$ cat config.mk
export PLATFORM = sky130hd
export DESIGN_NAME = mode_alu
export DESIGN_NICKNAME = d
export VERILOG_FILES = /design/src/rtl/mode_alu_pkg.sv /design/src/rtl/mode_alu_decode.sv /design/src/rtl/mode_alu_compute.sv /design/src/rtl/mode_alu_compare.sv /design/src/rtl/mode_alu.sv
export SDC_FILE = /design/constraint.sdc
export NUM_CORES = 1
export LEC_CHECK = 0
export ABC_CLOCK_PERIOD_IN_PS = 40600
export BUFFER_PORTS_ARGS = -buffer_cell sky130_fd_sc_hd__buf_2
export CAP_MARGIN = 20
export CORE_MARGIN = 1.5
export CORE_UTILIZATION = 65
export CTS_CLUSTER_DIAMETER = 40
export CTS_CLUSTER_SIZE = 20
export DETAILED_ROUTE_END_ITERATION = 8
export PLACE_DENSITY = 0.87
export SETUP_SLACK_MARGIN = 0.05
export SLEW_MARGIN = 25
export SYNTH_ARGS = -nofsm -noshare
export SYNTH_HDL_FRONTEND = slang
export SYNTH_HIERARCHICAL = 1
export SYNTH_SLANG_ARGS = --single-unit
export TNS_END_PERCENT = 20
$ cat constraint.sdc
create_clock -name clk -period 40.6 [get_ports clk]
set_input_delay 8.12 -clock clk [delete_from_list [all_inputs] [get_ports clk]]
set_output_delay 8.12 -clock clk [all_outputs]
set_load 0.01 [all_outputs]
$ cat src/rtl/mode_alu_pkg.sv
package mode_alu_pkg;

   typedef enum logic [1:0] {
      GRP_BASIC   = 2'b00,
      GRP_DELAY   = 2'b01,
      GRP_SPECIAL = 2'b10,
      GRP_TX      = 2'b11
   } grp_e;

   // decoded control for one instruction
   typedef struct packed {
      logic wr;     // instruction writes the result register
      logic cmp;    // compare mode
      logic push;
      logic pop;
      logic call;
      logic ret;
      logic dly;
      logic tx;
   } ctl_t;

   // strobe bundle as seen at the block's edge
   typedef struct packed {
      logic skip;
      logic push;
      logic pop;
      logic fskip;
      logic dly;
      logic tx;
   } stb_t;

   localparam stb_t STB_IDLE = '0;

endpackage

$ cat src/rtl/mode_alu_decode.sv
module mode_alu_decode
   import mode_alu_pkg::*;
(
   input  logic [5:0] op,
   output ctl_t       ctl
);
   grp_e       grp;
   logic [2:0] fn;

   assign grp = grp_e'(op[4:3]);
   assign fn  = op[2:0];

   always_comb begin
      ctl = '0;
      if (op[5]) begin
         ctl.cmp = 1'b1;
      end else begin
         unique case (grp)
            GRP_BASIC: ctl.wr = 1'b1;
            GRP_DELAY: begin
               ctl.wr  = 1'b1;
               ctl.dly = 1'b1;
            end
            GRP_SPECIAL: begin
               unique case (fn)
                  3'b000, 3'b001, 3'b010: ctl.wr = 1'b1;
                  3'b011: ctl.push = 1'b1;
                  3'b100: ctl.pop  = 1'b1;
                  3'b101: ctl.call = 1'b1;
                  3'b111: ctl.ret  = 1'b1;
                  default: ctl = '0;
               endcase
            end
            GRP_TX: begin
               ctl.wr = 1'b1;
               ctl.tx = 1'b1;
            end
            default: ctl = '0;
         endcase
      end
   end
endmodule

$ cat src/rtl/mode_alu_compute.sv
module mode_alu_compute
   import mode_alu_pkg::*;
#(
   parameter int DATA_W = 8
) (
   input  logic [1:0]        grp,
   input  logic [2:0]        fn,
   input  logic [DATA_W-1:0] a,
   input  logic [DATA_W-1:0] b,
   output logic [DATA_W-1:0] val
);
   localparam logic [DATA_W-1:0] ALL_ONES = {DATA_W{1'b1}};
   localparam int unsigned       SH_LIM   = DATA_W;

   logic [2*DATA_W-1:0] prod;
   logic [DATA_W-1:0]   quo, rem, shl, shr;
   logic                b_zero, sh_big;

   assign prod   = a * b;
   assign b_zero = (b == '0);
   assign quo    = b_zero ? ALL_ONES : a / b;
   assign rem    = b_zero ? ALL_ONES : a % b;
   assign sh_big = (32'(b) >= SH_LIM);
   assign shl    = sh_big ? '0 : a << b;
   assign shr    = sh_big ? '0 : a >> b;

   always_comb begin
      val = a;
      unique case (grp_e'(grp))
         GRP_BASIC: begin
            unique case (fn)
               3'b000: val = a + b;
               3'b001: val = a - b;
               3'b010: val = a & b;
               3'b011: val = a | b;
               3'b100: val = ~a;
               3'b101: val = a ^ b;
               3'b110: val = prod[DATA_W-1:0];
               default: val = quo;
            endcase
         end
         GRP_SPECIAL: begin
            unique case (fn)
               3'b000:  val = rem;
               3'b001:  val = shl;
               3'b010:  val = shr;
               default: val = a;
            endcase
         end
         default: val = a;   // delay load and transmit pass operand A
      endcase
   end
endmodule

$ cat src/rtl/mode_alu_compare.sv
module mode_alu_compare #(
   parameter int DATA_W = 8,
   parameter int DLY_W  = 24
) (
   input  logic [2:0]        fn,
   input  logic [DATA_W-1:0] a,
   input  logic [DATA_W-1:0] b,
   input  logic [DLY_W-1:0]  dly_cnt,
   output logic              hold
);
   always_comb begin
      unique case (fn)
         3'b000:  hold = (a == b);
         3'b001:  hold = (a != b);
         3'b010:  hold = (a <  b);
         3'b011:  hold = (a <= b);
         3'b100:  hold = (a >  b);
         3'b101:  hold = (a >= b);
         3'b110:  hold = (dly_cnt != '0);
         default: hold = 1'b0;
      endcase
   end
endmodule

$ cat src/rtl/mode_alu.sv
module mode_alu
   import mode_alu_pkg::*;
#(
   parameter int DATA_W  = 8,
   parameter int DLY_W   = 24,
   parameter bit OUT_REG = 1'b1
) (
   input  logic              clk,
   input  logic              rst_n,
   input  logic              issue,
   input  logic [7:0]        opcode,
   input  logic [DATA_W-1:0] opnd_a,
   input  logic [DATA_W-1:0] opnd_b,
   input  logic [DLY_W-1:0]  dly_cnt,
   output logic [DATA_W-1:0] result,
   output logic              skip,
   output logic              push_stb,
   output logic              pop_stb,
   output logic              func_skip,
   output logic              dly_load,
   output logic              tx_en
);
   if (DATA_W < 2 || DATA_W > 16) begin : g_bad_dw
      $error("mode_alu: DATA_W must lie in 2..16");
   end
   if (DLY_W < 1) begin : g_bad_dly
      $error("mode_alu: DLY_W must be at least 1");
   end

   // immediate flags are consumed by operand fetch, not here
   logic imm_unused;
   assign imm_unused = ^opcode[7:6];

   ctl_t              ctl;
   logic [DATA_W-1:0] val;
   logic              cond;
   stb_t              nxt, cur;

   mode_alu_decode u_dec (
      .op  (opcode[5:0]),
      .ctl (ctl)
   );

   mode_alu_compute #(.DATA_W(DATA_W)) u_cmp_path (
      .grp (opcode[4:3]),
      .fn  (opcode[2:0]),
      .a   (opnd_a),
      .b   (opnd_b),
      .val (val)
   );

   mode_alu_compare #(.DATA_W(DATA_W), .DLY_W(DLY_W)) u_rel (
      .fn      (opcode[2:0]),
      .a       (opnd_a),
      .b       (opnd_b),
      .dly_cnt (dly_cnt),
      .hold    (cond)
   );

   always_comb begin
      nxt       = STB_IDLE;
      nxt.skip  = (ctl.cmp & cond) | ctl.call | ctl.ret;
      nxt.push  = ctl.push | ctl.call;
      nxt.pop   = ctl.pop | ctl.ret;
      nxt.fskip = ctl.ret;
      nxt.dly   = ctl.dly;
      nxt.tx    = ctl.tx;
   end

   if (OUT_REG) begin : g_reg
      logic [DATA_W-1:0] res_q;
      stb_t              stb_q;

      always_ff @(posedge clk) begin
         if (!rst_n) begin
            res_q <= '0;
            stb_q <= STB_IDLE;
         end else begin
            stb_q <= issue ? nxt : STB_IDLE;
            if (issue && ctl.wr) res_q <= val;
         end
      end

      assign result = res_q;
      assign cur    = stb_q;

      AST_IDLE_QUIET: assert property (@(posedge clk) disable iff (!rst_n)
         !issue |=> (stb_q == STB_IDLE)) else $error("strobe after idle");
      AST_IDLE_HOLD: assert property (@(posedge clk) disable iff (!rst_n)
         !issue |=> $stable(res_q)) else $error("result moved while idle");
      AST_CMP_NO_DATA: assert property (@(posedge clk) disable iff (!rst_n)
         (issue && opcode[5]) |=> $stable(res_q)) else $error("compare wrote result");
   end else begin : g_comb
      assign result = val;
      assign cur    = issue ? nxt : STB_IDLE;
   end

   assign skip      = cur.skip;
   assign push_stb  = cur.push;
   assign pop_stb   = cur.pop;
   assign func_skip = cur.fskip;
   assign dly_load  = cur.dly;
   assign tx_en     = cur.tx;

   AST_PUSH_POP_EXCL: assert property (@(posedge clk) disable iff (!rst_n)
      !(push_stb && pop_stb)) else $error("push and pop together");
   AST_FSKIP_IS_RET: assert property (@(posedge clk) disable iff (!rst_n)
      func_skip |-> (skip && pop_stb && !push_stb)) else $error("bad return strobes");
   AST_SIDE_ONEHOT: assert property (@(posedge clk) disable iff (!rst_n)
      $onehot0({push_stb, pop_stb, dly_load, tx_en})) else $error("side effects overlap");
   AST_DLY_NO_SKIP: assert property (@(posedge clk) disable iff (!rst_n)
      (dly_load || tx_en) |-> !skip) else $error("skip with load or send");
endmodule

== Word-level counts from Yosys, hierarchy flattened ==
Cells that the tools add are included.
Storage, ports and cells
  flip-flop bits (word level): 14
  bits of input ports: 51
  output and inout port bits: 14
  logic and storage cells: 71
Operators by class
  $add $sub $neg: 2
  $mul: 1
  div/mod/pow operators: 2
  order comparisons: 5
  eq/ne operators: 12
  shift-type cells: 2
  multiplexer cells: 20
  bitwise operators: 11
  reduce and logical (&&, ||, !) cells: 9
Operators with widths (count)
  case mux 8 bit (7 select lines): 1
  two-way mux 8 bit: 4
  case mux 8 bit (3 select lines): 1
  nonzero test 24 bit: 1
  case mux 8 bit (2 select lines): 1
  == test 3 bit (second input constant): 4
  two-way mux 1 bit: 9
  OR reduction 3 bit: 3
  adder 8 bit: 1
  bitwise AND 8 bit: 1
  divider 8 x 8 -> 8 bit: 1
  == test 8 bit: 1
  >= comparator 8 x 4 -> 1 bit (second input constant): 1
  >= comparator 8 bit: 1
  greater-than comparator 8 bit: 1
  <= comparator 8 bit: 1
  logical NOT 8 bit: 1
  less-than comparator 8 bit: 1
  modulo 8 x 8 -> 8 bit: 1
  multiplier 8 x 8 -> 8 bit: 1
  inequality test 8 bit: 1
  inverter 8 bit: 1
  bitwise OR 8 bit: 1
  << shifter 8 x 8 -> 8 bit: 1
  other kinds (18): 24

== Depth between registers and ports, before layout ==
  depth in word-level cells: 6
  gate-level depth with buffers: 54
  depth with buffers taken out: 50

== Cells and area by module ==
The synthesis kept the hierarchy.
Modules (own cells, without submodules)
  mode_alu_compute: times used 1, cells each 662, area each 4844.6 sq um, seq. area each 0.0 sq um
  mode_alu: times used 1, cells each 54, area each 533.0 sq um, seq. area each 280.3 sq um
  mode_alu_compare: times used 1, cells each 47, area each 336.6 sq um, seq. area each 0.0 sq um
  mode_alu_decode: times used 1, cells each 14, area each 92.6 sq um, seq. area each 0.0 sq um

== Least setup slack after synthesis ==
No wires, ideal clock.
  path kind: input to register
  start point: input opnd_b[4]
  end point: register g_reg.res_q[7] (netlist: result[7])
  library setup time: 115 ps
  arrival time: 18747 ps
  required time: 40485 ps
  path slack: 21737 ps
  stages: 51
  buffers on the path: 5
  cell sequence: buf_2 -> nor4_1 -> nand3_1 -> and2_1 -> ha_1 -> o21a_1 -> o211a_1 -> mux2_2 -> ha_1 -> o211ai_1 -> a211o_1 -> nand3_1 -> nand2_1 -> ha_1 -> a21oi_1 -> a21boi_0 -> o21ai_0 -> a21boi_0 -> [15 not listed] -> a211oi_1 -> nand4_1 -> a21o_1 -> clkbuf_1 -> clkbuf_1 -> nand2_1 -> o21ai_0 -> fa_1 -> a21o_1 -> a21oi_1 -> and3_1 -> o31ai_1 -> clkbuf_1 -> a21oi_1 -> o211ai_1 -> a211o_1 -> nand4_1 -> o21ai_2
Between the ends
  cells in the longest elaborated chain, start to end: 4
  elaborated cells on any way between the ends: 16
  classes of those cells: 2 x add/sub; 1 x mul; 2 x div; 1 x order compare; 2 x shift; 7 x mux; 1 x reduce/logical
RTL lines
  start: declaration: line mode_alu.sv:13  | input logic [DATA_W-1:0] opnd_b,
  divider 8 x 8 -> 8 bit (tied with other cells): line mode_alu_compute.sv:21  | assign quo = b_zero ? ALL_ONES : a / b;
  two-way mux 8 bit (on tied branches)
  case mux 8 bit (7 select lines) / case mux 8 bit (3 select lines) (equally long branches): line mode_alu_compute.sv:31, mode_alu_compute.sv:43
  case mux 8 bit (2 select lines) *: line mode_alu_compute.sv:29  | unique case (grp_e'(grp))
  via val[7]: line mode_alu.sv:35  | logic [DATA_W-1:0] val;
  end signal: assignment: line mode_alu.sv:80  | if (issue && ctl.wr) res_q <= val;
  end: declaration: line mode_alu.sv:71  | logic [DATA_W-1:0] res_q;
The timed path passes the listed nets; every way through them passes the cells marked *.
A chain may end at the register's enable or synchronous reset.

== Worst setup path after layout ==
  start point: input opnd_b[0]
  end point: register g_reg.res_q[4] (netlist: result[4])
The elaborated chain is that of the path after synthesis.

==> impl_metrics.csv <==
group,metric,value,unit
status,status,"complete, no violations",
placement,post-dp-hpwl,14100,um
power,p_leak,2.78,nW
global_routing,grt_pass1_vias,5916,
clock_network,clock_sinks,14,
clock_network,cts_made_buffers,3,
power,sw_frac_of_total,50.7,%
flow_run,drv_cap,0,
sta,rsz0062_at_grt,"no",
routing,wirelength,18700,um
yosys,yosysMostFrequentCell,"ha_1",
global_routing,track_usage,38.0,%
sta,final-hold-violation-count,0,
power,clock_power_share,9.9,%
finish,regArea,280,sq um
sta,tightestPinTransition,758,ps
yosys,synthFlopType,"dfxtp_1",
sta,finalSetupViolations,0,
clock_network,cts_hold_buf,0,
yosys,synth_edf_count,0,
critical_path,critical_path_class,"input port to flop",
clock_network,cts_buffer_depth,2,
routing,viasPerCell,6.89,
sta,fin_setup_tns,0,ps
sta,finClkSkew,0,ps
critical_path,arrival,21780,ps
clock_network,clkTransAtPathRegs,60,ps
power,combinationalPowerShare,79.7,%
critical_path,startpoint_type,"input port",
yosys,synth_cell_types,88,
finish,multi_input_area,5080,sq um
routing,drc,0,
finish,area_delta_synth_final,5.09,%
clock_network,worstSkewPairLatency,250,ps
yosys,yosysTopAreaCellShare,18.7,%
sta,fin_crit,21600,ps
yosys,ys_seq_area_share,4.83,%
critical_path,cp_slowest_cell,"o21ai_0",
clock_network,postCtsResizedCells,0,
yosys,ys_top_cells_by_area,"ha_1 19%, dfxtp_1 4.8%, fa_1 4.8%, a21oi_1 4.7%, nand2_1 4.5%",
critical_path,cp_slowest_stage_delay,620,ps
clock_network,post_cts_buffers,0,
die,fp.dieW,97.5,um
yosys,synth-seq-cells,14,
sta,period_share,53.2,%
yosys,synthArstFlopShare,0,%
critical_path,worst_ep_required_time,40790,ps
routing,wl_per_cell,20.6,um
yosys,synth_warnings,6,
placement,port-buffer-count,62,
global_routing,grt_antenna_before_repair,0,
critical_path,cp.buffers_inverters,3,
sta,maxSlewHeadroom,49.3,%
global_routing,grt_pass1_wl,29300,um
sta,layout_setup_ws,19000,ps
die,die_area,9510,sq um
yosys,synth_area,5810,sq um
worst_hold_path,holdCritPathClass,"flop to flop",
critical_path,crit_top_cell,"ha_1",
power,p_int,0.0689,mW
yosys,syn_nets,929,
sta,max_freq,46.3,MHz
routing,drtIter0Drc,467,
finish,nFillCells,749,
clock_network,cts_root_buffer,"clkbuf_8",
global_routing,overflow,0,
routing,num_vias,6253,
die,rows,34,
power,p_sw,0.0709,mW
yosys,yosysTopAreaCell,"ha_1",
finish,drive_gt1_share,15.0,%
power,power.density,22.9,nW/um^2
routing,drtPass1Iterations,5,
die,initial_utilization,66.9,%
die,die_h,97.5,um
yosys,syn_area_per_cell,7.47,sq um
clock_network,cts_tree,"built",
placement,pre_cts_ws,19070,ps
yosys,synth.top_cells.by_count,"87 x ha_1, 70 x nand2_1, 65 x nor2_1",
yosys,syn_inst,777,
critical_path,endpoint_kind,"flop",
global_routing,grt_max_degree,40,
sta,drv_slew,0,
finish,antennaDiodeCount,0,
placement,gp_congestion,0.999,
die,top_level_ports,65,
power,pwr-share-seq,10.4,%
die,core_area,8680,sq um
critical_path,path_max_fanout,29,
critical_path,crit_family,"compound AO/OA/AOI/OAI gates",
power,ir_worst_vdd,0.0167,mV
clock_network,cts_htree_levels,1,
sta,whs,461,ps
finish,fin_nets,952,
routing,route.antenna.remaining_nets,0,
[kinds of logic after synthesis]
kind of cell             Yosys count  share of synthesized area (%)
adder cells (fa/ha/maj)          101                           23.6
AND/OR/NAND/NOR                  263                           23.1
XOR/XNOR                          42                           6.33
multiplexers                      27                           6.21
buffers and inverters            105                           7.74
AO/OA/AOI/OAI                    225                           28.2
flip-flops                        14                           4.83
[cells in the final DEF, fill, tap and decap left out, drive strengths merged, types with 4 or more instances in the layout]
cell type	count
nor2	65
a31oi	12
a21oi	57
nor2b	11
o211a	5
o31ai	5
and2	9
dfxtp	14
a21o	11
inv	55
o21a	11
mux2	6
nor4	17
nand2	70
xor2	12
ha	87
clkbuf	4
nand2b	6
a211oi	13
mux2i	16
o21ai	46
nor3	21
nand4	14
xnor2	30
a221oi	5
mux4	5
nand3b	7
o22ai	6
buf	66
or3	5
nor3b	5
and3	7
nand3	17
o211ai	15
fa	14
[worst min-delay path: cells and delay by family, from the launching register on]
kind               cells  cell delay (ps)
DFF                    1              310
and+or+nand+nor        1               60
AOI/OAI and AO/OA      1               50
[power groups by stage]
| stage | combinational [mW] | sequential [mW] | clock [mW] |
|---|---|---|---|
| 6_report | 0.111 | 0.0145 | 0.0139 |
| 3_3_place_gp | 0.104 | 0.0147 | 0 |
| 5_1_grt | 0.121 | 0.0146 | 0.0147 |
| 3_5_place_dp | 0.108 | 0.0148 | 0 |
| 2_1_floorplan | 0.0832 | 0.0150 | 0 |
| 4_1_cts | 0.109 | 0.0145 | 0.0141 |
[stage by stage]
stage / std cells / power, mW / utilization (%) / instance area (sq um)
after detailed placement: 903 / 0.123 / 69.7 / 6050
after global placement: 903 / 0.118 / 69.7 / 6050
after global routing: 907 / 0.150 / 70.3 / 6100
after CTS: 907 / 0.138 / 70.3 / 6100
final: 907 / 0.140 / 70.3 / 6100
after floorplan: 777 / 0.0983 / - / 5810
[final cells by class]
type,count,share of cell area [%]
Multi-Input combinational cell,658,83.2
Sequential cell,14,4.59
Timing Repair Buffer,66,5.58
Clock buffer,4,0.902
Tap cell,108,2.21
Inverter,57,3.51
[metal layers]
metal  wire length, um  global-route usage (%)
met1              7530                    48.9
met2              8790                    65.3
met3              1580                    4.75
met4               784                    13.2
met5                 0                       0
[final timing paths]
path	startpoint	endpoint	slack [ps]	depth (start not counted)
setup reg to reg	result[4]$_SDFFE_PN0P_	result[4]$_SDFFE_PN0P_	40000	2
hold reg to reg	result[7]$_SDFFE_PN0P_	result[7]$_SDFFE_PN0P_	460	2
setup / recovery	opnd_b[0]	result[4]$_SDFFE_PN0P_	19000	50
hold / removal	result[7]$_SDFFE_PN0P_	result[7]$_SDFFE_PN0P_	460	2
[flip-flops by register name, summed over array words and instances, names as in the netlist]
register	cells
dly_load	1
push_stb	1
result	8
tx_en	1
func_skip	1
skip	1
pop_stb	1
(Power assumes the default switching activity.)
